===== src/rtl/lfsr_pkg.sv =====
package lfsr_pkg;
  // Strobes from the control to the datapath; at most one is set.
  typedef struct packed {
    logic load;
    logic step;
  } lfsrStrobes_t;
endpackage


===== src/rtl/lfsr_ctrl.sv =====
module lfsr_ctrl
  import lfsr_pkg::*;
(
  input  logic         clk,
  input  logic         rst,
  input  logic         advEn,
  input  logic         seedLoad,
  output lfsrStrobes_t strobes,
  output logic         dataValid
);
  // Load wins over advance.
  always_comb begin
    strobes.load = seedLoad;
    strobes.step = advEn & ~seedLoad;
  end

  always_ff @(posedge clk) begin
    if (rst) dataValid <= 1'b0;
    else     dataValid <= strobes.step;
  end

  // an effective advance yields valid in the next cycle
  a_r4_valid_after_step: assert property (@(posedge clk) disable iff (rst)
    (advEn && !seedLoad) |=> dataValid);
  // a load never produces valid, even with advance asserted
  a_r6_load_no_valid: assert property (@(posedge clk) disable iff (rst)
    seedLoad |=> !dataValid);
  // no advance means no valid
  a_r4_idle_no_valid: assert property (@(posedge clk) disable iff (rst)
    !advEn |=> !dataValid);
endmodule


===== src/rtl/lfsr_datapath.sv =====
module lfsr_datapath
  import lfsr_pkg::*;
#(
  parameter int unsigned STATE_W = 16,
  parameter int unsigned OUT_W   = 8,
  parameter int unsigned TAP_A   = 3,
  parameter int unsigned TAP_B   = 4,
  parameter int unsigned TAP_C   = 5,
  parameter int unsigned TAP_D   = 8
) (
  input  logic               clk,
  input  logic               rst,
  input  lfsrStrobes_t       strobes,
  input  logic [STATE_W-1:0] seedIn,
  output logic [STATE_W-1:0] stateQ
);
  localparam int unsigned KEEP_W = STATE_W - OUT_W;
  localparam logic [STATE_W-1:0] SAFE_SEED = STATE_W'(1);

  logic [OUT_W-1:0]   freshByte;
  logic [STATE_W-1:0] stepped;
  logic [STATE_W-1:0] loadVal;

  // Balanced two-level XOR tree for each new bit.
  for (genvar i = 0; i < OUT_W; i++) begin : g_fb
    logic pairLo, pairHi;
    assign pairLo       = stateQ[i+TAP_A] ^ stateQ[i+TAP_B];
    assign pairHi       = stateQ[i+TAP_C] ^ stateQ[i+TAP_D];
    assign freshByte[i] = pairLo ^ pairHi;
  end

  assign stepped = {stateQ[KEEP_W-1:0], freshByte};
  assign loadVal = (seedIn == '0) ? SAFE_SEED : seedIn;

  always_ff @(posedge clk) begin
    if (rst)               stateQ <= SAFE_SEED;
    else if (strobes.load) stateQ <= loadVal;
    else if (strobes.step) stateQ <= stepped;
  end

  // the old low byte moves up on a step
  a_r2_byte_shift: assert property (@(posedge clk) disable iff (rst)
    strobes.step |=> stateOut_hi_matches($past(stateQ[OUT_W-1:0])));
  // a load lands the seed, or the safe value for a zero seed
  a_r5_load_value: assert property (@(posedge clk) disable iff (rst)
    (strobes.load && seedIn != '0) |=> stateQ == $past(seedIn));
  a_r5_zero_seed: assert property (@(posedge clk) disable iff (rst)
    (strobes.load && seedIn == '0) |=> stateQ == SAFE_SEED);
  // idle cycles leave the state alone
  a_r7_hold: assert property (@(posedge clk) disable iff (rst)
    (!strobes.load && !strobes.step) |=> $stable(stateQ));
  // lock-up state never reached
  a_r8_no_lockup: assert property (@(posedge clk) disable iff (rst)
    stateQ != '0);

  function automatic logic stateOut_hi_matches(input logic [OUT_W-1:0] prevLo);
    return stateQ[STATE_W-1 -: OUT_W] == prevLo;
  endfunction
endmodule


===== src/rtl/lfsr_byte_noise.sv =====
module lfsr_byte_noise
  import lfsr_pkg::*;
#(
  parameter int unsigned STATE_W = 16,
  parameter int unsigned OUT_W   = 8
) (
  input  logic               clk,
  input  logic               rst,
  input  logic               advEn,
  input  logic [STATE_W-1:0] seedIn,
  input  logic               seedLoad,
  output logic [STATE_W-1:0] stateOut,
  output logic [OUT_W-1:0]   dataOut,
  output logic               dataValid
);
  lfsrStrobes_t strobes;

  lfsr_ctrl u_ctrl (
    .clk       (clk),
    .rst       (rst),
    .advEn     (advEn),
    .seedLoad  (seedLoad),
    .strobes   (strobes),
    .dataValid (dataValid)
  );

  lfsr_datapath #(
    .STATE_W (STATE_W),
    .OUT_W   (OUT_W)
  ) u_dp (
    .clk     (clk),
    .rst     (rst),
    .strobes (strobes),
    .seedIn  (seedIn),
    .stateQ  (stateOut)
  );

  assign dataOut = stateOut[OUT_W-1:0];
endmodule


===== config.mk =====
export PLATFORM = sky130hd
export DESIGN_NAME = lfsr_byte_noise
export DESIGN_NICKNAME = d
export VERILOG_FILES = /design/src/rtl/lfsr_pkg.sv /design/src/rtl/lfsr_ctrl.sv /design/src/rtl/lfsr_datapath.sv /design/src/rtl/lfsr_byte_noise.sv
export SDC_FILE = /design/constraint.sdc
export NUM_CORES = 1
export LEC_CHECK = 0
export BUFFER_PORTS_ARGS = -buffer_cell sky130_fd_sc_hd__clkbuf_2
export CAP_MARGIN = 20
export CORE_ASPECT_RATIO = 0.75
export CORE_MARGIN = 5
export CORE_UTILIZATION = 42
export DETAILED_ROUTE_END_ITERATION = 6
export PLACE_DENSITY = 0.75
export SYNTH_ARGS = -nofsm -noshare
export SYNTH_HDL_FRONTEND = slang
export SYNTH_SLANG_ARGS = --single-unit

===== constraint.sdc =====
create_clock -name clk -period 1.1 [get_ports clk]
set_clock_uncertainty 0.05 [all_clocks]
set_input_delay 0.11 -clock clk [delete_from_list [all_inputs] [get_ports clk]]
set_output_delay 0.11 -clock clk [all_outputs]
set_load 0.01 [all_outputs]

# Word level (Yosys, flattened, before mapping)
# Index checks and enable logic that the tools add are counted.
# totals
ff_bits	17
out_inout_bits	25
wordCells	33
# op_classes
n_bitwise	26
mux	3
reduce_logical	2
# op_table
operator	count
16-bit two-way mux	3
1-bit bitwise XOR	24
16-bit logical NOT	1
2-bit nonzero test	1
1-bit AND	1
1-bit NOT	1

# Logic depth before layout (Yosys ltp)
# Gate-level depths: netlist of run 1.
# logic_depth
word_depth	4
ltp_mapped	5

# Cells and area by module
# Synthesis of run 1 repeated with hierarchy kept, for this count alone.
# unflattened
hier_cells	128
area_unflattened_um2	1059.8
# modules_own_cells
module	area_each_um2	n_inst	cells_each	seq_area_each_um2
lfsr_datapath	953.4	1	116	320.3
lfsr_byte_noise	60.1	1	8	0.0
lfsr_ctrl	46.3	1	4	20.0

# Worst setup path after synthesis of run 1
# No wires, ideal clock.
# synth_path
path_kind	flip-flop to flip-flop
from	register u_dp.stateQ[10]
to	register u_dp.stateQ[7]
stages_incl_launch_ff	5
arrival_time_ns	1.147
synth_period_minus_slack_ns	1.265
t_required_ns	0.983
slack_ns	-0.165
setup_time_ns	0.067
path_cell_list	dfxtp_1 -> xor2_1 -> xnor2_1 -> a211o_1 -> a21oi_2
# synth_via
elab_chain_len	4
# synth_lines
element	line	rtl
start, declared	lfsr_datapath.sv:15	output logic [STATE_W-1:0] stateQ
start signal, assigned	lfsr_datapath.sv:37	else if (strobes.load) stateQ <= loadVal;
start signal, assigned	lfsr_datapath.sv:38	else if (strobes.step) stateQ <= stepped;
1-bit bitwise XOR	lfsr_datapath.sv:27	assign pairLo = stateQ[i+TAP_A] ^ stateQ[i+TAP_B];
1-bit bitwise XOR	lfsr_datapath.sv:29	assign freshByte[i] = pairLo ^ pairHi;
16-bit two-way mux	lfsr_datapath.sv:38	
16-bit two-way mux	lfsr_datapath.sv:37	
# Every way passes these cells. The select of a mux whose other input is x is not followed.
# A chain may end at the register's enable or synchronous reset.

# Final worst setup path of run 1
# layout_path
from	register u_dp.stateQ[10]
to	register u_dp.stateQ[6]
# Same word-level chain as after synthesis.

==> results of run 1 <==
-- metal layers --
metal,share of wire,up-vias
met5,0,-
met4,0.015,0
met3,0.075,8
met2,0.50,61
met1,0.41,525
li1,-,541
-- registers in the layout, summed over array words and instances (netlist names) --
register,cells
u_ctrl.dataValid,1
u_dp.stateQ,16
-- cells by family after synthesis --
| group | after synthesis | share of synthesized area |
|---|---|---|
| XOR/XNOR | 21 | 0.200 |
| multiplexers | 8 | 0.0775 |
| AO/OA/AOI/OAI | 23 | 0.143 |
| buffers and inverters | 16 | 0.0896 |
| flip-flops | 17 | 0.329 |
| AND/OR/NAND/NOR | 39 | 0.161 |
-- Yosys cell counts --
library cell | n | area share
nand4_1 | 1 | 0.0061
clkbuf_1 | 6 | 0.022
xnor2_1 | 16 | 0.14
dfxtp_1 | 17 | 0.33
mux2i_1 | 8 | 0.077
a211oi_1 | 1 | 0.0073
and3_1 | 1 | 0.0061
xor2_1 | 2 | 0.017
a21oi_1 | 14 | 0.068
nand2_1 | 7 | 0.025
a211o_1 | 7 | 0.059
nor2_1 | 24 | 0.087
buf_4 | 8 | 0.058
nor3b_1 | 1 | 0.0073
a21oi_2 | 1 | 0.0085
nor3_1 | 1 | 0.0048
buf_2 | 2 | 0.0097
nor4_1 | 4 | 0.024
xnor2_2 | 3 | 0.047
-- metrics by stage --
step | setup slack [ns] | utilization | hold slack [ns]
floorplan | -0.0236 | - | 0.190
global placement | -0.0365 | 0.595 | 0.305
detailed placement | -0.0840 | 0.595 | 0.307
CTS | -0.0967 | 0.703 | 0.000741
global route | -0.207 | 0.773 | 0.0130
finish | -0.140 | 0.773 | 0.00751
-- critical path: cells and delay by family, from the launching register on --
kind	cells	cell delay, ns
DFF	1	0.41
AOI/OAI and AO/OA	2	0.40
xor gates and xnor gates	2	0.30
-- power groups by stage --
| stage | clock (mW) | sequential [mW] | combinational (mW) |
|---|---|---|---|
| detailed placement | 0 | 0.740 | 0.547 |
| finish | 0.372 | 0.750 | 0.737 |
| floorplan | 0 | 0.757 | 0.323 |
| global route | 0.410 | 0.759 | 0.792 |
| CTS | 0.371 | 0.737 | 0.635 |
| global placement | 0 | 0.735 | 0.534 |
-- final timing paths --
path / cells past startpoint / endpoint / startpoint / slack, ns
max: 4 / u_dp.stateQ[6]$_SDFFE_PP0P_ / u_dp.stateQ[10]$_SDFFE_PP0P_ / -0.14
min: 3 / u_dp.stateQ[11]$_SDFFE_PP0P_ / seedIn[11] / 0.008
max reg2reg: 4 / u_dp.stateQ[6]$_SDFFE_PP0P_ / u_dp.stateQ[10]$_SDFFE_PP0P_ / -0.14
min reg2reg: 3 / u_dp.stateQ[2]$_SDFFE_PP0P_ / u_dp.stateQ[2]$_SDFFE_PP0P_ / 0.59
-- area by class of cell --
| class | instances | area (um^2) |
|---|---|---|
| clock buffers | 3 | 22.5 |
| flip-flops and latches | 17 | 377 |
| repair buffers | 73 | 614 |
| fillers | 178 | 528 |
| multi-input cells | 91 | 738 |
| clock inverters | 1 | 5.00 |
| well taps | 34 | 42.5 |
-- what timing repair did --
action	in CTS	in global routing
hold buffers	9	2
pin swaps	5	5
gates resized for setup	23	33
hold endpoints to repair	9	2
endpoints found under the setup margin	22	25
==> results by group, run 1 <==
Pwr
  – Clock power share: 0.200
  – LEAKAGE: 0.795 nW
  – Total power: 1.86 mW
  – Sw Share: 0.337
  – P_int: 1.23 mW
  – Logic pwr share: 0.396
  – Peak supply drop: 727 uV
  – Reg power frac: 0.404
  – Net Switching: 0.626 mW
  – Power per Cell Area: 1030 nW/um^2

Timing
  – Final period utilization: 1.13
  – PnR worst setup slack: -0.140 ns
  – Hold Vio Cnt, Final: 0
  – Max-slew violations: 0
  – Relative slew slack: 0.733
  – Minimum clock period: 1.24 ns
  – Highest clock rate: 806 MHz
  – Unrepaired setup endpoints after global routing: yes
  – Setup TNS: -0.928 ns
  – Final setup vio count: 18
  – Worst-margin pin slew: 0.397 ns

Die
  – Chip height: 53.0 um
  – Initial core utilization: 0.444
  – Die width: 67.3 um
  – Core box area: 2330 um^2
  – Die area: 3560 um^2
  – I/O pin total: 45
  – Core Rows: 15

Synthesis
  – Synthesized area per cell: 8.33 um^2
  – Synthesized flop and latch total: 17
  – Seq/Total Area, Yosys: 0.329
  – Synth Instances: 124
  – Syn Std Cell Area: 1030 um^2
  – Mapped Nets: 144
  – Syn. warnings: 0
  – Synth cell types: 19

Global route
  – Most crowded layer after global routing: met2
  – GR Overflow Total: 0
  – First-pass GRT wire length: 5250 um
  – Number of global-route vias before repair: 1062
  – Initial antenna violation count: 0
  – Met3 Use GR: 0.0510
  – Grt met2 use: 0.357
  – Met1 Usage GRT: 0.254
  – Total GRT Usage: 0.203
  – Pin count of the biggest net entering global routing: 25

Critical path
  – CP max stage delay: 0.41 ns
  – CP required: 1.28 ns
  – CP max FO: 4
  – CP max stage cell: dfxtp_4
  – Startpoint types: register
  – CP Class: reg2reg
  – Worst-path cell chain: xnor2_4 > xnor2_1 > a211o_1 > a21oi_1
  – Worst EP arrival: 1.42 ns
  – Crit path capture type: register

Place
  – IO buf count: 44
  – RePlAce Congestion: 0.824
  – Placed Cells: 204
  – Placed wire-length estimate: 2400 um
  – Placed Area: 1380 um^2

Final layout
  – Most common cell after layout, fill and taps aside: clkbuf_2
  – Ant diodes: 0
  – Share of cells above drive strength 1: 0.514
  – Most frequent cells in the layout: 33 x clkbuf_2, 24 x nor2_1, 14 x buf_6
  – Final non-filler cell total: 219
  – Area growth syn-to-layout: 74.1%
  – Nets: 206
  – Final Cell Area: 1800 um^2

Detailed routing
  – WL final: 3620 um
  – Final antenna-violating net count: 0
  – Vias: 1135
  – Drt drc: 0
  – Post-DR vias/cell: 5.18
  – Drt first pass iters: 4
  – Initial DRC count: 90
  – Routed wire per std cell: 16.5 um

Clock tree
  – Post-CTS Setup Bufs: 0
  – Clock Pin Slew Worst Setup and Hold Paths: 0.11 ns
  – Num CTS Buffers: 3
  – CTS tree: built
  – Bufs on Longest Clock Path: 2
  – H-tree levels: 1
  – Clk_lat worst skew: 0.31 ns
  – # clock sinks: 17
  – Clk root buf: clkbuf_4

Run
  – Max-cap viol count: 0

Status
  – Status: complete, but fails checks
  – Failing checks: setup timing

Hold path
  – Worst Hold Class: in2reg
Note: power is estimated with default switching activity, not from simulation.
==> inputs of run 2 (changes only) <==
BUFFER_PORTS_ARGS = -buffer_cell sky130_fd_sc_hd__buf_4   (was -buffer_cell sky130_fd_sc_hd__clkbuf_2)
CORE_UTILIZATION = 46   (was 42)
PLACE_DENSITY = 0.78   (was 0.75)
clock period = 1.22 ns   (was 1.1 ns; I/O delays follow)
==> run 2 against run 1 <==
The run still ends with setup timing left. Wire length shrank 9.9%. Cell area fell by 15%. Power fell by 16%. First-iteration DRC count down 24%. Count of clock-buffer cells in the layout unchanged. Sequential power down 11%.
==> results by group, run 2 (synthesis results as in run 1) <==
Status
  – Status: complete, but fails checks
  – Failing checks: setup timing

Timing
  – Final setup vio count: 5
  – Worst-margin pin slew: 0.351 ns
  – Highest clock rate: 793 MHz
  – Final period utilization: 1.03
  – Max-slew violations: 0
  – Minimum clock period: 1.26 ns
  – Hold Vio Cnt, Final: 0
  – Relative slew slack: 0.764
  – PnR worst setup slack: -0.0416 ns
  – Hold Slack: 0.00722 ns
  – Unrepaired setup endpoints after global routing: yes

Detailed routing
  – WL final: 3260 um
  – Routed wire per std cell: 17.0 um
  – Vias: 1070
  – Drt first pass iters: 4
  – Drt drc: 0
  – Initial DRC count: 68
  – Post-DR vias/cell: 5.57
  – Final antenna-violating net count: 0

Final layout
  – Most common cell after layout, fill and taps aside: buf_4
  – Area growth syn-to-layout: 47.9%
  – Final Cell Area: 1530 um^2
  – Most frequent cells in the layout: 52 x buf_4, 24 x nor2_1, 12 x xnor2_1, 12 x a21oi_1
  – Number of flip-flops in the largest register: 16
  – Top reg by flops: u_dp.stateQ
  – Share of cells above drive strength 1: 0.452
  – Ant diodes: 0
  – Nets: 189
  – Top flop regs: u_dp.stateQ: 16 flops, u_ctrl.dataValid: 1 flops
  – Final Util: 0.740

Clock tree
  – Clk root buf: clkbuf_4
  – CTS tree: built
  – # clock sinks: 17
  – Bufs on Longest Clock Path: 2
  – Clock Pin Slew Worst Setup and Hold Paths: 0.12 ns
  – Clk_lat worst skew: 0.31 ns
  – Num CTS Buffers: 3
  – H-tree levels: 1

Place
  – RePlAce Congestion: 0.829
  – IO buf count: 44
  – Placed wire-length estimate: 2150 um
  – Placed Area: 1360 um^2

Die
  – Die area: 3300 um^2
  – Core Rows: 14
  – Chip height: 51.1 um
  – Initial core utilization: 0.500
  – Core box area: 2070 um^2
  – I/O pin total: 45
  – Die width: 64.7 um

Run
  – Max-cap viol count: 0

Global route
  – GR Overflow Total: 0
  – Pin count of the biggest net entering global routing: 34
  – First-pass GRT wire length: 4920 um
  – Total GRT Usage: 0.195
  – Initial antenna violation count: 0
  – Number of global-route vias before repair: 1003

Pwr
  – LEAKAGE: 0.681 nW
  – Power per Cell Area: 1020 nW/um^2
  – Total power: 1.55 mW
  – Peak supply drop: 823 uV

Critical path
  – Crit path capture type: register
  – CP required: 1.42 ns
  – CP Class: reg2reg
  – Worst EP arrival: 1.46 ns
  – Startpoint types: register
  – CP max FO: 5

Hold path
  – Worst Hold Class: in2reg
==> run 2: layer usage <==
metal  vias to the layer above  track usage  share of wire
met4                         0       0.0702          0.023
met2                        61        0.328           0.48
met3                        11       0.0614          0.095
met1                       497        0.235           0.40
li1                        501            -              -
met5                         -            0              0
==> run 2: repair_timing <==
| action | 4_1_cts | 5_1_grt |
|---|---|---|
| hold endpoints to repair | 3 | 1 |
| hold buffers | 3 | 1 |
| pin swaps | 12 | 15 |
| resized for setup | 9 | 8 |
| setup endpoints to repair | 7 | 7 |
| buffers inserted | 1 | 0 |
==> run 2: path summary, 6_finish.rpt <==
path	to	cells after the start	start	slack, ns
setup / recovery	u_dp.stateQ[5]$_SDFFE_PP0P_	4	u_dp.stateQ[9]$_SDFFE_PP0P_	-0.04
hold / removal	u_dp.stateQ[4]$_SDFFE_PP0P_	3	seedIn[4]	0.007
setup reg to reg	u_dp.stateQ[5]$_SDFFE_PP0P_	4	u_dp.stateQ[9]$_SDFFE_PP0P_	-0.04
hold reg to reg	u_dp.stateQ[2]$_SDFFE_PP0P_	3	u_dp.stateQ[2]$_SDFFE_PP0P_	0.62
==> run 2: report_power, final <==
group	switching [mW]	internal [mW]	total [mW]	leakage, nW
Clock	0.204	0.123	0.326	0.0177
Sequential	0.0701	0.597	0.667	0.145
Combinational	0.247	0.315	0.562	0.518
Total	0.521	1.03	1.55	0.681
==> run 2: area by class of cell <==
type / count / area [um^2]
Multi-Input combinational cell: 91 / 679
Fill cell: 146 / 538
Timing Repair Buffer: 56 / 430
Sequential cell: 17 / 362
Tap cell: 24 / 30.0
Clock buffer: 3 / 22.5
Clock inverter: 1 / 5.00
==> run 2: per-stage QoR <==
stage | TNS, ns | cells | setup slack [ns]
detailed placement | -0.121 | 183 | -0.0438
global route | -0.417 | 192 | -0.102
CTS | 0 | 191 | 0.00360
floorplan | -0.0208 | 124 | -0.0208
global placement | -0.0172 | 183 | -0.00994
finish | -0.100 | 192 | -0.0416
==> run 2: critical path, cell delays in order (launching register included) <==
cell	delay (ns)
dfxtp_4	0.41
xnor2_4	0.21
xnor2_1	0.11
a211o_1	0.29
a21oi_2	0.13
==> inputs of run 3 (changes only) <==
ABC_AREA = 1   (was default)
CORE_UTILIZATION = 49   (was 46)
PLACE_DENSITY = 0.79   (was 0.78)
==> run 3 against run 2 <==
The flow now finishes without violations. Sequential share of layout area fell by 2.4 points. Fmax rose by 7.1%. Synthesized area rose by 21%. Register-to-register slack improved by 0.15 ns. Synthesized cell count rose by 69%. Utilization fell by 5.0 points. Largest cell class unchanged.
==> results by group, run 3 <==
Status
  – Status: complete, no violations

Pwr
  – Power per Cell Area: 945 nW/um^2
  – Peak supply drop: 830 uV
  – LEAKAGE: 0.881 nW
  – Total power: 1.54 mW

Detailed routing
  – Vias: 1429
  – Drt first pass iters: 5
  – Post-DR vias/cell: 4.98
  – Initial DRC count: 79
  – Drt drc: 0
  – WL final: 3600 um
  – Final antenna-violating net count: 0
  – Routed wire per std cell: 12.5 um

Clock tree
  – Num CTS Buffers: 3
  – # clock sinks: 17
  – Clock Pin Slew Worst Setup and Hold Paths: 0.11 ns
  – CTS tree: built
  – Bufs on Longest Clock Path: 2
  – Clk_lat worst skew: 0.30 ns
  – H-tree levels: 1
  – Post-CTS Setup Bufs: 0
  – Clk root buf: clkbuf_4

Hold path
  – Hold depth: 3
  – HP Start: seedIn[5]
  – Hold path endpoint: u_dp.stateQ[5]$_SDFFE_PP0P_
  – Worst Hold Class: in2reg

Place
  – Placed wire-length estimate: 2850 um
  – RePlAce Congestion: 0.911
  – IO buf count: 44

Timing
  – Hold Vio Cnt, Final: 0
  – Setup TNS: 0 ns
  – Highest clock rate: 849 MHz
  – Max-slew violations: 0
  – Worst-margin pin slew: 0.267 ns
  – Unrepaired setup endpoints after global routing: no
  – Minimum clock period: 1.18 ns
  – Final period utilization: 0.965
  – Final setup vio count: 0
  – Relative slew slack: 0.821

Final layout
  – Area growth syn-to-layout: 30.7%
  – Ant diodes: 0
  – Most common cell after layout, fill and taps aside: nand2_1
  – Top flop regs: u_dp.stateQ: 16 flops, u_ctrl.dataValid: 1 flops
  – Share of cells above drive strength 1: 0.269
  – Most frequent cells in the layout: 78 x nand2_1, 56 x buf_4, 23 x inv_1
  – Number of flip-flops in the largest register: 16
  – Nets: 274
  – Top reg by flops: u_dp.stateQ

Synthesis
  – Synth top area share: 0.273
  – Ranking of synthesized cells by area: dfxtp_1 27%, nand2_1 23%, nand3_1 8.0%
  – Post-synth top flop: dfxtp_1
  – Synth cell types: 17
  – Synth Instances: 209
  – Simple-gate share of the synthesized area: 0.366
  – Synth Area in Compound Gates: 0.148
  – Ys async rst share: 0
  – Post-Synth Adder-Cell Area: 0
  – Synthesized flop and latch total: 17
  – Post-synth EDFFs: 0
  – Top-count cell post-synth: nand2_1
  – Syn Std Cell Area: 1250 um^2
  – Seq/Total Area, Yosys: 0.273
  – Top post-synthesis cells by count: 78 x nand2_1, 23 x inv_1, 20 x nand3_1, 17 x dfxtp_1, 15 x a21oi_1
  – Multiplexer area fraction after synthesis: 0
  – Syn. warnings: 0
  – Mapped Nets: 229
  – Post-synthesis xor/xnor area fraction: 0.0421
  – Synthesized area per cell: 5.97 um^2
  – Area leader, netlist: dfxtp_1
  – Largest family of logic cells by synthesized area: simple AND/OR/NAND/NOR gates

Global route
  – Initial antenna violation count: 0
  – Pin count of the biggest net entering global routing: 14
  – Number of global-route vias before repair: 1392
  – GR Overflow Total: 0
  – First-pass GRT wire length: 6110 um
  – Total GRT Usage: 0.224

Critical path
  – Worst r2r src: u_dp.stateQ[7]$_SDFFE_PP0P_
  – R2R Path End: u_dp.stateQ[3]$_SDFFE_PP0P_
  – Startpoint types: register
  – CP Class: reg2out
  – CP required: 1.05 ns
  – Crit path capture type: output pin
  – Reg2reg setup slack: 0.11 ns
  – CP max FO: 5
  – Worst EP arrival: 1.01 ns
  – Worst Reg-to-Reg Cells: 6

Die
  – I/O pin total: 45
  – Chip height: 53.7 um
  – Die area: 3670 um^2
  – Initial core utilization: 0.528
  – Core box area: 2360 um^2
  – Core Rows: 15
  – Die width: 68.3 um

Run
  – Max-cap viol count: 0
## run 3: worst max-delay path by stage
stage                                            start                     endpoint  slack (ns)  cells past startpoint
after CTS                 u_dp.stateQ[10]$_SDFFE_PP0P_  u_dp.stateQ[2]$_SDFFE_PP0P_        0.01                      6
after global routing       u_dp.stateQ[7]$_SDFFE_PP0P_  u_dp.stateQ[2]$_SDFFE_PP0P_       0.002                      6
after floorplan            u_dp.stateQ[9]$_SDFFE_PP0P_  u_dp.stateQ[5]$_SDFFE_PP0P_        0.13                      8
final                      u_dp.stateQ[7]$_SDFFE_PP0P_                   dataOut[7]        0.04                      2
after detailed placement  u_dp.stateQ[10]$_SDFFE_PP0P_  u_dp.stateQ[7]$_SDFFE_PP0P_        0.04                      7
after global placement    u_dp.stateQ[10]$_SDFFE_PP0P_  u_dp.stateQ[2]$_SDFFE_PP0P_        0.03                      6
## run 3: repair_timing
| action | CTS | global route |
|---|---|---|
| endpoints found under the hold margin | 2 | 0 |
| hold buffers | 1 | 0 |
| endpoints found under the setup margin | 0 | 6 |
| gates resized for setup | 0 | 5 |
## run 3: routing by layer
layer,part of all wire,wire length (um),up-vias,global-route usage
met1,0.45,1620,623,0.291
met3,0.10,365,7,0.0814
met2,0.44,1590,62,0.355
li1,-,-,737,-
met4,0.0064,23,0,0.0495
met5,0,0,-,0
## run 3: cell type report
cell class                 count  area (um^2)
clock buffer                   4         26.3
fill                         232          734
inverter                      24         90.1
multi-input combinational    151          694
sequential                    17          347
tap                           34         42.5
timing repair buffer          57          430
## run 3: report_power, final
group	switching [mW]	internal, mW
sequential	0.0567	0.602
clock	0.193	0.128
combinational	0.294	0.267
## run 3: cell families after synthesis
kind of cell,count (synthesis)
simple gates,113
xor+xnor,6
flops,17
buf+inv,41
compound gates,32
## run 3: critical path, cell delays in order, from the launching register on
cell and delay (ns):
dfxtp_1 0.44, buf_4 0.16, buf_4 0.11
## run 3: per-stage QoR
stage | std cells | instance area [um^2] | setup WS, ns | hold slack [ns] | util
2_1_floorplan | 209 | 1250 | 0.131 | 0.144 | -
3_3_place_gp | 282 | 1590 | 0.0303 | 0.258 | 0.671
3_5_place_dp | 282 | 1590 | 0.0384 | 0.264 | 0.671
4_1_cts | 287 | 1620 | 0.0126 | 0.0543 | 0.687
5_1_grt | 287 | 1630 | 0.00180 | 0.0805 | 0.689
6_report | 287 | 1630 | 0.0422 | 0.0564 | 0.689
